File: src/rtl/xtlb_pkg.sv
package xtlb_pkg;
   localparam int VA_W       = 32;
   localparam int SMALL_SH   = 12;
   localparam int LARGE_SH   = 16;
   localparam int SECT_SH    = 20;
   localparam int SUB_S_LSB  = 10;
   localparam int SUB_L_LSB  = 14;
   localparam int VPN_W      = VA_W - SMALL_SH;
   localparam int AP_FIELDS  = 4;
   localparam int AP_W       = 2 * AP_FIELDS;

   typedef enum logic [1:0] {
      MAP_SMALL   = 2'b00,
      MAP_LARGE   = 2'b01,
      MAP_SECTION = 2'b10,
      MAP_NONE    = 2'b11
   } map_size_e;

   typedef struct packed {
      logic             vld;
      map_size_e        size;
      logic [VPN_W-1:0] vpn;
      logic [VPN_W-1:0] ppn;
      logic [3:0]       dom;
      logic [AP_W-1:0]  ap;
   } tlb_ent_t;

   function automatic logic [1:0] ap_field(input logic [AP_W-1:0] ap, input logic [1:0] sel);
      logic [1:0] r;
      case (sel)
         2'd0:    r = ap[1:0];
         2'd1:    r = ap[3:2];
         2'd2:    r = ap[5:4];
         default: r = ap[7:6];
      endcase
      return r;
   endfunction
endpackage

File: src/rtl/xtlb_match.sv
module xtlb_match
   import xtlb_pkg::*;
(
   input  tlb_ent_t        ent,
   input  logic [VA_W-1:0] va,
   output logic            hit,
   output logic [VA_W-1:0] pa,
   output logic [1:0]      ap_sel
);
   localparam int L_DROP = LARGE_SH - SMALL_SH;
   localparam int S_DROP = SECT_SH - SMALL_SH;

   always_comb begin
      hit    = 1'b0;
      pa     = '0;
      ap_sel = 2'b00;
      case (ent.size)
         MAP_SMALL: begin
            hit    = ent.vld && (va[VA_W-1:SMALL_SH] == ent.vpn);
            pa     = {ent.ppn, va[SMALL_SH-1:0]};
            ap_sel = ap_field(ent.ap, va[SUB_S_LSB+1:SUB_S_LSB]);
         end
         MAP_LARGE: begin
            hit    = ent.vld && (va[VA_W-1:LARGE_SH] == ent.vpn[VPN_W-1:L_DROP]);
            pa     = {ent.ppn[VPN_W-1:L_DROP], va[LARGE_SH-1:0]};
            ap_sel = ap_field(ent.ap, va[SUB_L_LSB+1:SUB_L_LSB]);
         end
         MAP_SECTION: begin
            hit    = ent.vld && (va[VA_W-1:SECT_SH] == ent.vpn[VPN_W-1:S_DROP]);
            pa     = {ent.ppn[VPN_W-1:S_DROP], va[SECT_SH-1:0]};
            ap_sel = ent.ap[1:0];
         end
         default: hit = 1'b0;
      endcase
   end
endmodule

File: src/rtl/xtlb_pick.sv
module xtlb_pick #(
   parameter int N = 32,
   localparam int IW = (N > 1) ? $clog2(N) : 1
) (
   input  logic [N-1:0]  hit_vec,
   output logic          found,
   output logic [IW-1:0] idx
);
   always_comb begin
      found = 1'b0;
      idx   = '0;
      for (int i = N - 1; i >= 0; i--) begin
         if (hit_vec[i]) begin
            found = 1'b1;
            idx   = IW'(i);
         end
      end
   end
endmodule

File: src/rtl/xtlb_access.sv
module xtlb_access #(
   parameter int DOM_N = 16,
   localparam int DW = (DOM_N > 1) ? $clog2(DOM_N) : 1
) (
   input  logic [2*DOM_N-1:0] dom_ctrl,
   input  logic [DW-1:0]      dom,
   input  logic [1:0]         ap,
   input  logic               priv,
   input  logic               write,
   output logic               allow
);
   logic [1:0] dfield;
   logic       perm_ok;

   assign dfield = dom_ctrl[2*dom +: 2];

   always_comb begin
      case (ap)
         2'b00:   perm_ok = 1'b0;
         2'b01:   perm_ok = priv;
         2'b10:   perm_ok = priv || !write;
         default: perm_ok = 1'b1;
      endcase
   end

   always_comb begin
      case (dfield)
         2'b01:   allow = perm_ok;
         2'b11:   allow = 1'b1;
         default: allow = 1'b0;
      endcase
   end
endmodule

File: src/rtl/xlat_tlb.sv
module xlat_tlb
   import xtlb_pkg::*;
#(
   parameter int NUM_ENTRIES = 32,
   parameter int DOM_N       = 16,
   localparam int PTR_W      = $clog2(NUM_ENTRIES),
   localparam int DW         = $clog2(DOM_N)
) (
   input  logic               clk,
   input  logic               rst_n,
   input  logic               mmu_on,
   input  logic [2*DOM_N-1:0] dom_ctrl,
   input  logic               flush,
   input  logic               lk_valid,
   input  logic [VA_W-1:0]    lk_va,
   input  logic               lk_write,
   input  logic               lk_priv,
   input  logic               fill_valid,
   input  logic [1:0]         fill_size,
   input  logic [VA_W-1:0]    fill_va,
   input  logic [VA_W-1:0]    fill_pa,
   input  logic [DW-1:0]      fill_dom,
   input  logic [AP_W-1:0]    fill_ap,
   output logic [VA_W-1:0]    pa,
   output logic               pa_valid,
   output logic               miss,
   output logic               abort
);
   localparam logic [PTR_W-1:0] LAST = PTR_W'(NUM_ENTRIES - 1);

   initial begin
      assert (NUM_ENTRIES >= 2) else $error("NUM_ENTRIES must be at least 2");
      assert (DOM_N >= 2 && DOM_N <= 16) else $error("DOM_N out of range");
      assert (2 ** DOM_N > 0) else $error("DOM_N invalid");
   end

   tlb_ent_t             ents [NUM_ENTRIES];
   logic [PTR_W-1:0]     ptr;
   logic [NUM_ENTRIES-1:0] hit_vec;
   logic [NUM_ENTRIES-1:0] vld_vec;
   logic [VA_W-1:0]      pa_arr [NUM_ENTRIES];
   logic [1:0]           ap_arr [NUM_ENTRIES];
   logic                 found;
   logic [PTR_W-1:0]     sel;
   logic                 allow;
   logic                 on_req;

   // storage and round-robin replacement
   always_ff @(posedge clk or negedge rst_n) begin
      if (!rst_n) begin
         ptr <= '0;
         for (int i = 0; i < NUM_ENTRIES; i++) ents[i] <= '0;
      end else if (flush) begin
         ptr <= '0;
         for (int i = 0; i < NUM_ENTRIES; i++) ents[i].vld <= 1'b0;
      end else if (fill_valid) begin
         ents[ptr].vld  <= 1'b1;
         ents[ptr].size <= map_size_e'(fill_size);
         ents[ptr].vpn  <= fill_va[VA_W-1:SMALL_SH];
         ents[ptr].ppn  <= fill_pa[VA_W-1:SMALL_SH];
         ents[ptr].dom  <= 4'(fill_dom);
         ents[ptr].ap   <= fill_ap;
         ptr            <= (ptr == LAST) ? '0 : ptr + 1'b1;
      end
   end

   // per-slot comparators
   for (genvar g = 0; g < NUM_ENTRIES; g++) begin : g_slot
      xtlb_match u_match (
         .ent    (ents[g]),
         .va     (lk_va),
         .hit    (hit_vec[g]),
         .pa     (pa_arr[g]),
         .ap_sel (ap_arr[g])
      );
      assign vld_vec[g] = ents[g].vld;
   end

   xtlb_pick #(.N(NUM_ENTRIES)) u_pick (
      .hit_vec (hit_vec),
      .found   (found),
      .idx     (sel)
   );

   xtlb_access #(.DOM_N(DOM_N)) u_access (
      .dom_ctrl (dom_ctrl),
      .dom      (DW'(ents[sel].dom)),
      .ap       (ap_arr[sel]),
      .priv     (lk_priv),
      .write    (lk_write),
      .allow    (allow)
   );

   assign on_req = lk_valid && mmu_on;

   always_comb begin
      if (!mmu_on) begin
         pa       = lk_va;
         pa_valid = lk_valid;
         miss     = 1'b0;
         abort    = 1'b0;
      end else begin
         miss     = on_req && !found;
         abort    = on_req && found && !allow;
         pa_valid = on_req && found && allow;
         pa       = pa_valid ? pa_arr[sel] : '0;
      end
   end

   // pointer steps by one per refill and wraps after the last slot
   p_ptr_step_r8: assert property (@(posedge clk) disable iff (!rst_n)
      fill_valid && !flush |=> ptr == (($past(ptr) == LAST) ? '0 : $past(ptr) + 1'b1));

   // flush empties every slot and rewinds the pointer
   p_flush_clear_r9: assert property (@(posedge clk) disable iff (!rst_n)
      flush |=> (ptr == '0) && (vld_vec == '0));

   // result flags never overlap
   p_flags_excl_r11: assert property (@(posedge clk) disable iff (!rst_n)
      $countones({pa_valid, miss, abort}) <= 1);

   // a miss with no refill and no flush stays a miss for the same request
   p_miss_hold_r7: assert property (@(posedge clk) disable iff (!rst_n)
      miss && !fill_valid && !flush |=>
         !(mmu_on && lk_valid && lk_va == $past(lk_va)) || miss);

   // disabled unit never reports miss or abort
   p_pass_quiet_r1: assert property (@(posedge clk) disable iff (!rst_n)
      !mmu_on |-> !miss && !abort);
endmodule

File: config.mk
export PLATFORM = sky130hd
export DESIGN_NAME = xlat_tlb
export DESIGN_NICKNAME = d
export VERILOG_FILES = /design/src/rtl/xtlb_pkg.sv /design/src/rtl/xtlb_match.sv /design/src/rtl/xtlb_pick.sv /design/src/rtl/xtlb_access.sv /design/src/rtl/xlat_tlb.sv
export SDC_FILE = /design/constraint.sdc
export NUM_CORES = 2
export LEC_CHECK = 0
export BUFFER_PORTS_ARGS = -buffer_cell sky130_fd_sc_hd__buf_2
export CORE_ASPECT_RATIO = 0.6
export CORE_MARGIN = 1.5
export CORE_UTILIZATION = 25
export CTS_BUF_LIST = sky130_fd_sc_hd__clkbuf_4 sky130_fd_sc_hd__clkbuf_8 sky130_fd_sc_hd__clkbuf_16
export CTS_CLUSTER_SIZE = 12
export DETAILED_ROUTE_END_ITERATION = 16
export GPL_TIMING_DRIVEN = 0
export HOLD_SLACK_MARGIN = 0.03
export PLACE_DENSITY = 0.4
export SYNTH_ARGS = -nofsm -noshare
export SYNTH_HDL_FRONTEND = slang
export SYNTH_HIERARCHICAL = 1
export SYNTH_SLANG_ARGS = --single-unit
File: constraint.sdc
create_clock -name clk -period 11.5 [get_ports clk]
set_clock_uncertainty 0.1 [all_clocks]
set_input_delay 1.725 -clock clk [delete_from_list [all_inputs] [get_ports clk]]
set_output_delay 1.725 -clock clk [all_outputs]
set_load 0.03 [all_outputs]
==> results by stage <==
Synthesis:
- Yosys mapped a number of flops with a built-in enable equal to 0.
- The number of different library cells used by synthesis comes to 65.
- The leading register cell type out of synthesis is sky130_fd_sc_hd__dfrtp_1.
- The net count after synthesis is 8480.
- The synthesized design contains 1765 register bits.
- In the synthesized netlist the async set-or-reset flop fraction comes to 100%.
- The Yosys step of the flow raised 6 warnings.
- The area of the mapped netlist is 101000 µm².
- The average instance area after synthesis is 12.3 µm².
- The cell count after synthesis is 8197.
- Summing the sequential cell areas from Yosys gives 43.9% of the chip area.

Global route:
- The first-pass GRT wire length is 581000 µm.
- The total overflow left after global routing is 0.
- The number of global-route vias before repair is 70700.
- The largest net degree at the start of global routing is 164.
- The combined global-route utilization of all metal layers is 20.2%.
- The initial antenna violation count is 102.

Power:
- The leakage power total is 52.9 nW.
- The relative contribution of sequential cells to total power is 43.7%.
- For this design the ratio of total power to cell area is 128 nW/µm².
- The clock group share of total power is 42.6%.
- The internal power summed over all cells is 10.8 mW.
- Combinational logic burns 13.7% of the power.
- The worst vdd rail ir drop is 0.0000991 V.
- The switching share of total power is 28.2%.
- The power spent charging and discharging nets is 4.23 mW.

Floorplan:
- The core box area is 401000 µm².
- The die covers 406000 µm².
- The y dimension of the die is 494 µm.
- In this run the core area contains 180 standard-cell rows.
- The initial cell density of the core is 25.1%.
- The die is 822 µm wide.
- The number of placed I/O pins is 185.

Critical path:
- The worst setup path is captured at a primary output.
- The type of the worst setup path is in2out.
- The required time of the critical path is 9680 ps.
- Data arrives at the worst endpoint at 9910 ps.
- Of all nets on the critical path, the largest fanout is 38.
- The kind of start point of the critical path is an input pin.

Clock tree:
- Clock tree synthesis inserted a total of 191 buffers.
- The root buffer cell is sky130_fd_sc_hd__clkbuf_16.
- The insertion delay of the later-clocked pin in the worst-skew pair is 880 ps.
- The TritonCTS clock tree is yes.
- After clock tree synthesis, the clock-pin slew on the worst setup and hold paths is 60 ps.
- The clock sink total is 1765.
- In this run the deepest clock path goes through 4 buffers.
- The H-tree was split into 4 levels.
- Hold repair after CTS inserted 0 buffers.

STA:
- The final number of max-transition violations came to 0.
- The total of endpoints with negative setup slack in the final report is 29.
- Derived from the worst setup path, the maximum achievable clock frequency is 85.2 MHz.
- The final critical path takes up 102% of the cycle.
- Final hold analysis gives a worst-case slack of 382 ps.
- The transition time at the pin with the least slew margin is 1480 ps.
- The final number of hold-violating endpoints came to 0.
- The minimum setup slack in the final design is -237 ps.
- In this run the tightest slew margin relative to its limit is 1.14%.
- For the finished layout, the period the worst path requires is 11740 ps.

Outcome:
- The flow ran to the end, but the final reports show violations.
- The final reports fail on max-capacitance violations, negative setup slack.

Min path:
- The tightest min-delay check is of the reg2reg type.

Routing:
- In the final routed layout, each cell accounts on average for 30.3 µm.
- After detailed routing, the number of remaining DRC violations is 0.
- Wires add up to 429000 µm.
- The count of routing violations after the opening detailed-route iteration is 6502.
- The average via count per standard cell is 5.04.
- The overall via count from detail_route is 71400.
- The count of nets left with antenna violations once routing finished came out at 0.
- The first detailed-routing pass ran for 6 iterations.

Run:
- The max-cap violation count is 1.

Final layout:
- The share of final-layout standard cells stronger than drive strength 1 is 36.8%.
- The synthesis-to-finish area growth is 16.5%.
- For this run, the number of standard cells in the final layout without fillers is 14200.
- The number of nets at the end of the flow is 8939.

Place:
- The cell count after placement is 13800.
- Summed over all nets, the half-perimeter wirelength after detailed placement is 329000 µm.
- Port buffering added 160 buffers.
- The weighted congestion reported at the end of routability-driven placement is 0.896.
-- synthesized netlist by cell type (31+ instances only) --
library cell / instances / area, µm²
sky130_fd_sc_hd__a21oi_1: 308 / 1540
sky130_fd_sc_hd__a221oi_1: 64 / 561
sky130_fd_sc_hd__a22o_1: 38 / 333
sky130_fd_sc_hd__a22oi_1: 165 / 1240
sky130_fd_sc_hd__and2_1: 770 / 4820
sky130_fd_sc_hd__buf_2: 199 / 996
sky130_fd_sc_hd__buf_6: 39 / 439
sky130_fd_sc_hd__clkbuf_1: 303 / 1140
sky130_fd_sc_hd__clkbuf_8: 58 / 798
sky130_fd_sc_hd__dfrtp_1: 1765 / 44200
sky130_fd_sc_hd__ha_1: 133 / 1660
sky130_fd_sc_hd__inv_1: 97 / 364
sky130_fd_sc_hd__mux2_2: 1863 / 21000
sky130_fd_sc_hd__mux2i_1: 255 / 2550
sky130_fd_sc_hd__mux4_2: 281 / 6330
sky130_fd_sc_hd__nand2_1: 171 / 642
sky130_fd_sc_hd__nand2b_1: 36 / 225
sky130_fd_sc_hd__nand4_1: 32 / 200
sky130_fd_sc_hd__nand4b_1: 32 / 280
sky130_fd_sc_hd__nor2_1: 236 / 886
sky130_fd_sc_hd__nor2b_1: 34 / 213
sky130_fd_sc_hd__nor3b_1: 36 / 270
sky130_fd_sc_hd__nor4_1: 159 / 995
sky130_fd_sc_hd__o21ai_0: 184 / 921
sky130_fd_sc_hd__o221ai_1: 32 / 280
sky130_fd_sc_hd__o22ai_1: 31 / 194
sky130_fd_sc_hd__o2bb2ai_1: 31 / 272
sky130_fd_sc_hd__xnor2_1: 128 / 1120
sky130_fd_sc_hd__xor2_1: 512 / 4480
-- power groups by stage --
stage          combinational (mW)  clock (mW)  sequential (mW)
2_1_floorplan               0.964           0             6.63
3_3_place_gp                 1.85           0             6.68
3_5_place_dp                 1.92           0             6.67
4_1_cts                      1.96        6.56             6.55
5_1_grt                      2.18        6.81             6.58
6_report                     2.06        6.38             6.56
-- cells in the final DEF (no fill, tap or decap), types with 36 or more instances in the layout --
cell,count
sky130_fd_sc_hd__a21oi_1,305
sky130_fd_sc_hd__a221oi_1,42
sky130_fd_sc_hd__a22o_1,38
sky130_fd_sc_hd__a22oi_1,165
sky130_fd_sc_hd__and2_1,770
sky130_fd_sc_hd__buf_2,326
sky130_fd_sc_hd__buf_4,87
sky130_fd_sc_hd__buf_6,48
sky130_fd_sc_hd__clkbuf_1,292
sky130_fd_sc_hd__clkbuf_16,203
sky130_fd_sc_hd__clkbuf_4,59
sky130_fd_sc_hd__clkbuf_8,96
sky130_fd_sc_hd__dfrtp_1,1765
sky130_fd_sc_hd__diode_2,41
sky130_fd_sc_hd__ha_1,133
sky130_fd_sc_hd__inv_1,97
sky130_fd_sc_hd__mux2_2,1862
sky130_fd_sc_hd__mux2i_1,255
sky130_fd_sc_hd__mux4_2,285
sky130_fd_sc_hd__nand2_1,171
sky130_fd_sc_hd__nand2b_1,36
sky130_fd_sc_hd__nor2_1,236
sky130_fd_sc_hd__nor4_1,118
sky130_fd_sc_hd__o21ai_0,183
sky130_fd_sc_hd__xnor2_1,128
sky130_fd_sc_hd__xor2_1,512
-- worst max-delay path: stages --
cell                        delay (ps)
sky130_fd_sc_hd__buf_12            140
sky130_fd_sc_hd__clkbuf_16         390
sky130_fd_sc_hd__xor2_1            200
sky130_fd_sc_hd__nor4_1            430
sky130_fd_sc_hd__a21oi_1           220
sky130_fd_sc_hd__nor4_4            230
sky130_fd_sc_hd__buf_4             200
sky130_fd_sc_hd__or4_4             170
sky130_fd_sc_hd__a21oi_1           150
sky130_fd_sc_hd__o21ai_2           440
sky130_fd_sc_hd__a21oi_1           190
sky130_fd_sc_hd__nor4b_4           490
sky130_fd_sc_hd__buf_2             330
sky130_fd_sc_hd__buf_6             330
sky130_fd_sc_hd__mux4_2            730
sky130_fd_sc_hd__mux2_2            330
sky130_fd_sc_hd__buf_6             190
sky130_fd_sc_hd__mux4_2            570
sky130_fd_sc_hd__a21oi_1            70
sky130_fd_sc_hd__o32ai_1           270
sky130_fd_sc_hd__o21a_2            280
sky130_fd_sc_hd__and4_4            340
sky130_fd_sc_hd__clkbuf_4          270
sky130_fd_sc_hd__o221ai_1          270
sky130_fd_sc_hd__o2bb2ai_2         350
sky130_fd_sc_hd__buf_2             270
-- cell families after synthesis --
group,share of synthesized area (%)
XOR/XNOR,5.57
flip-flops,43.9
adder cells (fa/ha/maj),1.65
AO/OA/AOI/OAI,5.85
buffers and inverters,3.86
AND/OR/NAND/NOR,9.25
multiplexers,29.9
-- stage by stage --
stage	area [µm²]	setup WS, ps	util (%)	TNS [ps]	power, mW
global placement	108000	-33530	27.0	-	8.52
finish	117000	-237	29.3	-3790	15.0
floorplan	101000	2300	-	0	7.59
global route	117000	-13.5	29.2	-26.0	15.6
CTS	116000	-8.88	29.0	-15.2	15.1
detailed placement	109000	-3330	27.3	-98070	8.59
-- registers in the layout, indices dropped and copies added (netlist names) --
register	flops
ents	1760
ptr	5
-- routing by layer --
layer  up-vias  global-route usage, %  part of all wire [%]  routed length (µm)
met5         -                  0.441                0.0028                  12
met4         2                   4.68                   2.5               10700
met3       466                   6.56                   9.2               39500
met2      2439                   26.8                    38              162000
met1     38100                   31.1                    50              217000
li1      30500                      -                     -                   -
-- worst paths after layout --
check / start / to / slack [ps] / depth (start not counted)
max in group asynchronous: rst_n / ents[1626] / 6560 / 6
worst min register to register: ents[934] / ents[934] / 380 / 1
worst max register to register: ptr[2] / ents[635] / 7980 / 5
worst max-delay path: lk_va[17] / pa[13] / -240 / 26
worst min-delay path: ents[934] / ents[934] / 380 / 1
min in group asynchronous: rst_n / ents[431] / 660 / 1
-- final cells by class --
cell class              instances  area [µm²]
multi-input cells            5713       53300
clock inverters                28         312
plain buffers                 620        3650
well taps                    5369        6720
diodes                         41         103
fillers                     40700      283000
flip-flops and latches       1765       44200
inverters                      97         364
clock buffers                 288        5810
repair buffers                268        2810
-- timing repair --
action                                  CTS  global route
pin swaps                                12            14
cloned                                    5             8
endpoints found under the hold margin     0             0
setup buffers                             6            27
endpoints found under the setup margin   34            30
gates resized for setup                 138            42
No activity file was read; power rests on OpenSTA's default activity.
